<file path="src/rtl/spdif_cs_pkg.sv">
package spdif_cs_pkg;

  localparam int CTL_W = 16;

  typedef struct packed {
    logic       vctl;
    logic       rsvd;
    logic [1:0] rate;
    logic       gen;
    logic [6:0] cat;
    logic       pre;
    logic       copy;
    logic       nonpcm;
    logic       pro;
  } ctl_reg_t;

  localparam logic [CTL_W-1:0] CTL_RESET = 16'h2000;

  localparam logic [1:0] RATE_44K1 = 2'b00;
  localparam logic [3:0] CODE_44K1 = 4'b0000;
  localparam logic [3:0] CODE_48K  = 4'b0010;

  // Status block positions
  localparam int POS_PRO    = 0;
  localparam int POS_NONPCM = 1;
  localparam int POS_COPY   = 2;
  localparam int POS_PRE    = 3;
  localparam int POS_CAT    = 8;
  localparam int POS_GEN    = 15;
  localparam int POS_RATE   = 24;

  function automatic logic [3:0] rate_code(input logic [1:0] sel);
    return (sel == RATE_44K1) ? CODE_44K1 : CODE_48K;
  endfunction

endpackage

</file>
<file path="src/rtl/spdif_ctl_reg.sv">
module spdif_ctl_reg
  import spdif_cs_pkg::*;
(
  input  logic             clk,
  input  logic             rst_n,
  input  logic             wr_en,
  input  logic [CTL_W-1:0] wr_data,
  input  logic             tx_enable,
  output ctl_reg_t         ctl_q,
  output ctl_reg_t         snap_q
);

  ctl_reg_t ctl_d;

  always_comb begin
    ctl_d = ctl_q;
    if (wr_en) begin
      if (!tx_enable) begin
        ctl_d      = ctl_reg_t'(wr_data);
        ctl_d.rsvd = 1'b0;
      end else begin
        ctl_d.vctl = wr_data[CTL_W-1];
      end
    end
  end

  always_ff @(posedge clk or negedge rst_n) begin
    if (!rst_n) begin
      ctl_q  <= ctl_reg_t'(CTL_RESET);
      snap_q <= ctl_reg_t'(CTL_RESET);
    end else begin
      ctl_q <= ctl_d;
      // Snapshot tracks the next value while idle, freezes once enabled
      if (!tx_enable) snap_q <= ctl_d;
    end
  end

endmodule

</file>
<file path="src/rtl/spdif_frame_pos.sv">
module spdif_frame_pos #(
  parameter int FRAMES = 192,
  localparam int FW = $clog2(FRAMES)
) (
  input  logic          clk,
  input  logic          rst_n,
  input  logic          run,
  input  logic          advance,
  output logic [FW-1:0] frame_idx,
  output logic          right_sub
);

  localparam logic [FW-1:0] LAST = FW'(FRAMES - 1);

  always_ff @(posedge clk or negedge rst_n) begin
    if (!rst_n) begin
      frame_idx <= '0;
      right_sub <= 1'b0;
    end else if (!run) begin
      frame_idx <= '0;
      right_sub <= 1'b0;
    end else if (advance) begin
      right_sub <= ~right_sub;
      if (right_sub) frame_idx <= (frame_idx == LAST) ? '0 : frame_idx + 1'b1;
    end
  end

endmodule

</file>
<file path="src/rtl/spdif_cs_mux.sv">
module spdif_cs_mux
  import spdif_cs_pkg::*;
#(
  parameter int FRAMES = 192,
  localparam int FW = $clog2(FRAMES)
) (
  input  ctl_reg_t      snap,
  input  logic [FW-1:0] frame_idx,
  input  logic          vctl,
  input  logic          force_valid,
  input  logic          sample_error,
  output logic          cs_bit,
  output logic          v_bit
);

  logic [FRAMES-1:0] blk;

  always_comb begin
    blk = '0;
    blk[POS_PRO]    = snap.pro;
    blk[POS_NONPCM] = snap.nonpcm;
    blk[POS_COPY]   = snap.copy;
    blk[POS_PRE]    = snap.pre;
    blk[POS_CAT +: 7]  = snap.cat;
    blk[POS_GEN]    = snap.gen;
    blk[POS_RATE +: 4] = rate_code(snap.rate);
  end

  assign cs_bit = blk[frame_idx];

  always_comb begin
    if (vctl)             v_bit = 1'b1;
    else if (force_valid) v_bit = 1'b0;
    else                  v_bit = sample_error;
  end

endmodule

</file>
<file path="src/rtl/spdif_cstat_ctrl.sv">
module spdif_cstat_ctrl
  import spdif_cs_pkg::*;
#(
  parameter int FRAMES = 192
) (
  input  logic        clk,
  input  logic        rst_n,
  input  logic        reg_wr_en,
  input  logic [15:0] reg_wr_data,
  output logic [15:0] reg_rd_data,
  input  logic        tx_enable,
  input  logic        force_valid,
  input  logic        sample_error,
  output logic        bit_valid,
  input  logic        bit_ready,
  output logic        cs_bit,
  output logic        v_bit,
  output logic        bit_side,
  output logic        blk_start
);

  localparam int FW = $clog2(FRAMES);

  ctl_reg_t      ctl_q;
  ctl_reg_t      snap_q;
  logic [FW-1:0] frm_idx;

  spdif_ctl_reg u_reg (
    .clk       (clk),
    .rst_n     (rst_n),
    .wr_en     (reg_wr_en),
    .wr_data   (reg_wr_data),
    .tx_enable (tx_enable),
    .ctl_q     (ctl_q),
    .snap_q    (snap_q)
  );

  spdif_frame_pos #(.FRAMES(FRAMES)) u_pos (
    .clk       (clk),
    .rst_n     (rst_n),
    .run       (tx_enable),
    .advance   (bit_ready),
    .frame_idx (frm_idx),
    .right_sub (bit_side)
  );

  spdif_cs_mux #(.FRAMES(FRAMES)) u_mux (
    .snap         (snap_q),
    .frame_idx    (frm_idx),
    .vctl         (ctl_q.vctl),
    .force_valid  (force_valid),
    .sample_error (sample_error),
    .cs_bit       (cs_bit),
    .v_bit        (v_bit)
  );

  assign reg_rd_data = ctl_q;
  assign bit_valid   = tx_enable;
  assign blk_start   = (frm_idx == '0);

endmodule

</file>
<file path="config.mk">
export PLATFORM = sky130hd
export DESIGN_NAME = spdif_cstat_ctrl
export DESIGN_NICKNAME = d
export VERILOG_FILES = /design/src/rtl/spdif_cs_pkg.sv /design/src/rtl/spdif_ctl_reg.sv /design/src/rtl/spdif_frame_pos.sv /design/src/rtl/spdif_cs_mux.sv /design/src/rtl/spdif_cstat_ctrl.sv
export SDC_FILE = /design/constraint.sdc
export NUM_CORES = 1
export LEC_CHECK = 0
export BUFFER_PORTS_ARGS = -buffer_cell sky130_fd_sc_hd__buf_2
export CAP_MARGIN = 10
export CORE_UTILIZATION = 47
export CTS_CLUSTER_SIZE = 12
export DETAILED_ROUTE_END_ITERATION = 7
export PLACE_DENSITY = 0.75
export SLEW_MARGIN = 30
export SYNTH_ARGS = -nofsm -noshare
export SYNTH_HDL_FRONTEND = slang
export SYNTH_SLANG_ARGS = --single-unit
</file>
<file path="constraint.sdc">
create_clock -name clk -period 1.65 [get_ports clk]
set_input_delay 0.2475 -clock clk [delete_from_list [all_inputs] [get_ports clk]]
set_output_delay 0.2475 -clock clk [all_outputs]
set_load 0.1 [all_outputs]
</file>
# Word-level counts from Yosys, hierarchy flattened
# Cells that the tools add are included.
[word_totals] ff_bits=38 output_inout_bits=21 wordCells=39
[op_classes] n_addsub=1 n_lt_le_gt_ge=1 n_eq_ne=3 n_mux=13 n_bitwise=1 reduce_logical=3
[op_table] op="$mux W8" n=4
[op_table] op="$mux W14" n=2
[op_table] op="$lt A8 B9 Y1 const B" n=1
[op_table] op="$add A8 B1 Y8 const B" n=1
[op_table] op="$bmux W1 S8" n=1
[op_table] op="$eq A8 B8 Y1 const B" n=1
[op_table] op="$logic_not A8 Y1" n=1
[op_table] op="$mux W1" n=5
[op_table] op="$ne A2 B1 Y1 const B" n=2
[op_table] op="$logic_not A2 Y1" n=1
[op_table] op="$mux W2" n=1
[op_table] op="$reduce_and A2 Y1" n=1
[op_table] op="$not A1 Y1" n=1

# Longest topological paths before layout
# Gate-level depths: netlist of run 1.
[logic_depth] ltp_word=5 depth_mapped=5 depth_no_buf=4

# By module
# From an unflattened synthesis of run 1, not the netlist that was laid out.
[hier_totals] hier_cells=170 hier_area_um2=2021.9
[by_module_without_submodules] module="spdif_ctl_reg" n_inst=1 cells_per_inst=101 area_per_inst_um2=1368.8 seq_area_each_um2=803.3
[by_module_without_submodules] module="spdif_frame_pos" n_inst=1 cells_per_inst=51 area_per_inst_um2=476.7 seq_area_each_um2=225.2
[by_module_without_submodules] module="spdif_cs_mux" n_inst=1 cells_per_inst=14 area_per_inst_um2=150.1 seq_area_each_um2=0.0
[by_module_without_submodules] module="spdif_cstat_ctrl" n_inst=1 cells_per_inst=4 area_per_inst_um2=26.3 seq_area_each_um2=0.0

# Worst setup path after synthesis of run 1
# Ideal clock, no wire load.
[synth_timing] path_type="register to output" startpoint="register u_pos.frame_idx[0]" endpoint="output port cs_bit" arrival_time_ns=2.362 t_required_ns=1.402 slack_ns=-0.959 stages_incl_launch_ff=5 path_buffers=1 path_cell_list="dfrtp_1 buf_4 mux4_1 mux2i_1 o211ai_1"
[synth_via] elab_chain_cells=2
[synth_lines] item="from (decl)" line_no="spdif_frame_pos.sv:9" text="output logic [FW-1:0] frame_idx,"
[synth_lines] item="from (signal assigned)" line_no="spdif_frame_pos.sv:24" text="if (right_sub) frame_idx <= (frame_idx == LAST) ? '0 : frame_idx + 1'b1;"
[synth_lines] item="$bmux W1 S8" line_no="spdif_cs_mux.sv:29" text="assign cs_bit = blk[frame_idx];"
[synth_lines] item="$mux W1 (not written as such)" line_no="spdif_cs_mux.sv:29"
[synth_lines] item="to (decl)" line_no="spdif_cstat_ctrl.sv:16" text="output logic cs_bit,"
# No other way between the ends. The select of a mux whose other input is x is not followed.

# Worst setup path in the final report of run 1
[layout_timing] startpoint="register u_pos.frame_idx[1]" endpoint="output port cs_bit"
# Same word-level chain as after synthesis.

==> results of run 1 <==
==> critical path, cell delays in order, from the launching register on <==
cell      delay (ps)
dfrtp_1          400
or3b_1           360
or4_1            470
o211ai_1         160
buf_12           220
==> cells by family after synthesis <==
group,Yosys count
buffers and inverters,14
other,1
AND/OR/NAND/NOR,30
adder cells (fa/ha/maj),2
flip-flops,38
multiplexers,33
AO/OA/AOI/OAI,18
XOR/XNOR,2
==> where the power goes <==
group          total [W]  switching [W]  internal [W]
sequential       0.00113      0.0000688       0.00106
clock           0.000648       0.000311      0.000337
combinational   0.000891       0.000655      0.000236
total            0.00267        0.00104       0.00164
==> registers in the layout, indices dropped and copies added (netlist names) <==
name             cells
u_pos.frame_idx      8
u_reg.ctl_q         15
u_reg.snap_q        14
u_pos.right_sub      1
==> synthesized netlist by cell type (2+ instances only) <==
cell type / number
or4_1: 4
or3_1: 2
o211ai_1: 2
dfrtp_1: 36
mux4_1: 2
inv_1: 4
buf_4: 4
ha_1: 2
nor2_1: 3
o31ai_1: 3
nand3_1: 8
mux2_2: 28
nand2b_1: 2
o21ai_0: 2
dfstp_2: 2
clkbuf_2: 2
a21oi_1: 7
clkbuf_1: 2
nand2_1: 6
==> worst max path at each step <==
stage	start	end
6_report	u_pos.frame_idx[1]$_DFFE_PN0P_	cs_bit
5_1_grt	u_pos.frame_idx[1]$_DFFE_PN0P_	cs_bit
4_1_cts	u_pos.frame_idx[1]$_DFFE_PN0P_	cs_bit
3_5_place_dp	u_pos.frame_idx[0]$_DFFE_PN0P_	cs_bit
3_3_place_gp	u_pos.frame_idx[0]$_DFFE_PN0P_	cs_bit
2_1_floorplan	u_pos.frame_idx[0]$_DFFE_PN0P_	cs_bit
==> through the flow <==
| stage | power, W | instance area [um^2] | util [%] |
|---|---|---|---|
| 6_report | 0.00267 | 2250 | 64.8 |
| 5_1_grt | 0.00279 | 2250 | 64.8 |
| 4_1_cts | 0.00270 | 2250 | 64.8 |
| 3_5_place_dp | 0.00204 | 2120 | 61.1 |
| 3_3_place_gp | 0.00202 | 2120 | 61.1 |
| 2_1_floorplan | 0.00185 | 1790 | - |
==> cells in the final DEF (no fill, tap or decap), types with 2 or more instances in the layout <==
cell type	instances
a21oi_1	7
buf_12	2
buf_2	39
buf_4	17
clkbuf_8	6
dfrtp_1	35
dfstp_2	2
ha_1	2
inv_1	4
mux2_2	28
mux4_2	2
nand2_1	6
nand2b_1	2
nand3_1	7
nor2_1	3
o211ai_1	2
o21ai_0	2
o31ai_1	3
or3_1	2
or4_1	4
==> what timing repair did <==
item	CTS	global route
hold buffers	1	0
setup endpoints to repair	2	2
pin swaps	2	0
buffers inserted	2	0
resized for setup	2	0
hold endpoints to repair	24	0
==> metal layers <==
metal	GRT usage [%]	vias to the layer above
met5	0	-
met4	8.52	0
met3	7.07	2
met2	32.7	56
met1	24.7	640
li1	-	609
==> layout make-up <==
cell class / instances / area [um^2] / share of cell area (%)
Sequential cell: 38 / 957 / 42.6
Tap cell: 46 / 57.6 / 2.56
Multi-Input combinational cell: 86 / 753 / 33.5
Clock buffer: 7 / 86.3 / 3.84
Clock inverter: 1 / 5.00 / 0.223
Inverter: 4 / 15.0 / 0.668
Timing Repair Buffer: 59 / 373 / 16.6
==> out/metrics.csv, run 1 <==
stage,metric,value,unit
outcome,run status,"finished, violations left",
outcome,failing checks,negative setup slack,
timing,Final min period,2150,ps
setup_path,Worst Path Arrival,1900,ps
floorplan,num rows,21,
synth,Synth Area in Compound Gates,6.35,%
route,met2 wire length,1.80,mm
floorplan,floorplan die height,63.4,um
finish,fin cells,241,
route,DRT Pass-1 Iters,4,
synth,synthesized area,1770,um^2
clocking,clk buf depth,2,
min_path,hold depth,2,
grt,first-pass GRT wire length,6.07,mm
route,initial DRC count,82,
finish,ratio of cells with drive above 1 in the final layout,52.3,%
min_path,Hold Crit Class,in2reg,
grt,vias in the first global route,1326,
floorplan,num ports,44,
min_path,hold path startpoint,reg_wr_data[3],
clocking,clock latency on the worst-skew pair,290,ps
synth,Mean Syn Cell Area,12.8,um^2
timing,"Setup violations, final",2,
finish,antenna fix cells,0,
clocking,H-tree levels,2,
placed_design,pre-CTS setup slack,-195,ps
synth,post-synth top area share,50.8,%
synth,simple-gate portion of the synthesized area,9.60,%
setup_path,CP startpoint kind,register,
placed_design,IO buf count,41,
finish,synthesis-to-layout area growth,26.7,%
placed_design,detailed placement HPWL,2.51,mm
clocking,TritonCTS Buffers,5,
setup_path,RR Startpoint,u_pos.frame_idx[0]$_DFFE_PN0P_,
route,final antenna-violating net count,0,
synth,"EDFF count, synth",0,
timing,setup_tns,-616,ps
floorplan,die width,63.4,um
setup_path,CP Max Fanout,2,
finish,nets,219,
setup_path,Crit path required time,1400,ps
clocking,CTS tree,yes,
power,P_leak,1.01,nW
synth,top post-synthesis cells by area,"dfrtp_1 51%, mux2_2 18%, dfstp_2 3.0%",
power,power per cell area,1190,nW/um^2
synth,Post-Synth Adder-Cell Area,1.41,%
setup_path,Setup CP Type,reg2out,
grt,Total GRT Usage,20.3,%
synth,asr flop ratio synth,100,%
setup_path,Critical Path Sink Type,output pin,
timing,final worst setup slack,-501,ps
grt,initial antenna violation count,0,
floorplan,Core ar.,3470,um^2
clocking,"CTS clk-pin slew, worst paths",80,ps
floorplan,initial core utilization,51.1,%
timing,Final Cycle Share,130,%
synth,main combinational cell family by area after synthesis,multiplexers,
min_path,Hold EP,u_reg.ctl_q[3]$_DFF_PN0_,
timing,Slew HR,61.2,%
timing,Clock Skews,8.16,ps
synth,"Seq/Total Area, Yosys",53.8,%
placed_design,dpl cells,230,
route,top layer in use,met4,
setup_path,r2r endpoint,u_pos.frame_idx[0]$_DFFE_PN0P_,
route,Via density,5.42,
clocking,CTS root buf,clkbuf_8,
power,Peak VDD IR,0.792,mV
timing,actual slew at the worst max-slew pin,582,ps
synth,"Distinct cells, synth",36,
timing,Final Hold Viols,0,
timing,Slew Limit Fails,0,
synth,Yosys reg bits,38,
finish,fill count,266,
route,metal3 WL,252,um
synth,"Top FF cell, synth",dfrtp_1,
synth,syn_nets,163,
setup_path,reg2reg setup slack,130,ps
clocking,CTS sink count,38,
timing,hold_ws,205,ps
synth,cell accounting for the most synthesized area,dfrtp_1,
route,DR vias,1307,
synth,Synth Instances,138,
synth,XOR/XNOR Fraction of Synth Area,0.988,%
route,final wirelength,3.54,mm
placed_design,gpl congestion,0.887,
grt,grt total ovfl,0,
flow_run,Max-Cap Viols,0,
setup_path,Reg2Reg Depth,6,
route,drc violations,0,
timing,RSZ-0062 raised after global routing,yes,
synth,mux cell area share after synthesis,23.2,%
route,Met1 Wirelength,1.46,mm
synth,Yosys warning total,0,
timing,Max Freq,465,MHz
grt,largest net degree at the start of global routing,28,
route,wire length per cell,14.7,um
floorplan,die area,4020,um^2
Note: power is estimated with default switching activity, not from simulation.
==> run 2, diff against run 1 <==
- CELL_PAD_IN_SITES_DETAIL_PLACEMENT: unset -> 0
- CELL_PAD_IN_SITES_GLOBAL_PLACEMENT: unset -> 1
- CORE_UTILIZATION: 47 -> 37
- PLACE_DENSITY: 0.75 -> unset
- PLACE_DENSITY_LB_ADDON: unset -> 0.1
==> out/metrics.csv, run 2 (synthesized netlist as in run 1, its figures left out) <==
stage,metric,value,unit
outcome,run status,"finished, violations left",
outcome,failing checks,"design-rule violations, negative setup slack",
timing,Final min period,2120,ps
clocking,clk buf depth,2,
route,DRT Pass-1 Iters,6,
min_path,Hold Crit Class,in2reg,
timing,Final Hold Viols,0,
power,total power,0.00297,W
timing,"Setup violations, final",2,
route,wire length per cell,15.0,um
floorplan,num rows,24,
setup_path,CP top delay family,simple AND/OR/NAND/NOR gates,
setup_path,Crit path required time,1400,ps
floorplan,initial core utilization,39.6,%
route,drc violations,5,
timing,Slew Limit Fails,0,
finish,most frequent cells in the layout,"39 x buf_2, 35 x dfrtp_1, 28 x mux2_2, 17 x buf_4, 7 x nand3_1",
floorplan,Core ar.,4470,um^2
setup_path,CP Max Fanout,4,
clocking,"CTS clk-pin slew, worst paths",80,ps
finish,ratio of cells with drive above 1 in the final layout,53.8,%
placed_design,detailed placement HPWL,2.65,mm
power,power per cell area,1290,nW/um^2
timing,RSZ-0062 raised after global routing,yes,
finish,Largest regs,"u_reg.ctl_q x15, u_reg.snap_q x14, u_pos.frame_idx x8",
clocking,CTS tree,yes,
setup_path,CP Buf/Inv Count,1,
finish,Post-Route Utilization,51.4,%
clocking,clock latency on the worst-skew pair,290,ps
floorplan,die width,71.2,um
setup_path,Critical Path Sink Type,output pin,
setup_path,Critical-path top delay cell,or4_1,
flow_run,Max-Cap Viols,0,
timing,Max Freq,472,MHz
finish,fill count,408,
timing,actual slew at the worst max-slew pin,567,ps
placed_design,IO buf count,41,
finish,nets,219,
grt,initial antenna violation count,0,
setup_path,"slowest stage delay, CP",410,ps
clocking,CTS root buf,clkbuf_8,
setup_path,Worst Path Arrival,1870,ps
route,final wirelength,3.72,mm
placed_design,pre-CTS setup slack,-240,ps
timing,final worst setup slack,-470,ps
setup_path,CP startpoint kind,register,
route,initial DRC count,82,
route,Via density,5.17,
timing,Slew HR,62.2,%
finish,antenna fix cells,0,
timing,Clock Skews,5.05,ps
clocking,H-tree levels,2,
timing,setup_tns,-664,ps
grt,largest net degree at the start of global routing,26,
timing,Final Cycle Share,129,%
finish,Biggest register,u_reg.ctl_q,
grt,grt total ovfl,0,
route,final antenna-violating net count,0,
power,P_leak,1.03,nW
finish,synthesis-to-layout area growth,29.6,%
placed_design,gpl congestion,0.831,
floorplan,num ports,44,
clocking,CTS sink count,38,
power,Peak VDD IR,0.587,mV
setup_path,Setup CP Type,reg2out,
finish,max reg flops,15,
floorplan,die area,5070,um^2
finish,"commonest non-fill, non-tap cell in the layout",buf_2,
grt,first-pass GRT wire length,6.12,mm
grt,Total GRT Usage,15.9,%
grt,vias in the first global route,1323,
route,DR vias,1278,
floorplan,floorplan die height,71.2,um
clocking,TritonCTS Buffers,5,
setup_path,CP cell instances,or3b_1 > or4_1 > o211ai_1 > buf_12,
## run 2: cell types whose count changed in the layout (fill, tap and decap cells not counted), sizes merged
cell	before	now
bufinv	0	2
clkbuf	7	5
## run 2: area by class of cell
| type | instances | area, um^2 | share of cell area (%) |
|---|---|---|---|
| Sequential cell | 38 | 957 | 41.6 |
| Multi-Input combinational cell | 86 | 751 | 32.7 |
| Timing Repair Buffer | 59 | 373 | 16.2 |
| Clock buffer | 5 | 68.8 | 2.99 |
| Clock inverter | 3 | 68.8 | 2.99 |
| Tap cell | 52 | 65.1 | 2.83 |
| Inverter | 4 | 15.0 | 0.653 |
## run 2: path summary, 6_finish.rpt
check | start | endpoint | slack, ps | cells past startpoint
worst max-delay path | u_pos.frame_idx[0]$_DFFE_PN0P_ | cs_bit | -470 | 4
worst min-delay path | reg_wr_data[15] | u_reg.ctl_q[15]$_DFFE_PN0P_ | 190 | 2
worst max register to register | u_pos.frame_idx[0]$_DFFE_PN0P_ | u_pos.frame_idx[3]$_DFFE_PN0P_ | 70 | 7
worst min register to register | u_reg.snap_q[2]$_DFFE_PN0N_ | u_reg.snap_q[2]$_DFFE_PN0N_ | 500 | 1
max in group asynchronous | rst_n | u_reg.ctl_q[8]$_DFF_PN0_ | 570 | 3
min in group asynchronous | rst_n | u_pos.frame_idx[5]$_DFFE_PN0P_ | 480 | 2
## run 2: stage by stage
stage / cells / area, um^2 / hold slack, ps
6_report: 247 / 2300 / 193
3_3_place_gp: 236 / 2130 / 265
2_1_floorplan: 138 / 1790 / -48.1
4_1_cts: 247 / 2290 / 184
5_1_grt: 247 / 2300 / 182
3_5_place_dp: 236 / 2130 / 280
## run 2: routing by layer
| layer | up-vias | track usage [%] | share of wire [%] |
|---|---|---|---|
| li1 | 603 | - | - |
| met1 | 631 | 19.1 | 43 |
| met2 | 40 | 27.3 | 50 |
| met3 | 4 | 3.94 | 5.4 |
| met4 | 0 | 6.67 | 1.2 |
| met5 | - | 0 | 0 |
## run 2: what timing repair did
item / in CTS / in global routing
hold buffers: 1 / 0
setup endpoints to repair: 2 / 5
gates cloned: 0 / 0
endpoints found under the hold margin: 22 / 0
resized for setup: 1 / 2
setup buffers: 2 / 0
pin swaps: 2 / 1
## run 2: report_power, final
| part | internal, W | switching [W] | leakage (nW) |
|---|---|---|---|
| registers | 0.00106 | 0.0000675 | 0.461 |
| clock network | 0.000606 | 0.000343 | 0.0683 |
| logic | 0.000235 | 0.000653 | 0.499 |
| total | 0.00190 | 0.00106 | 1.03 |
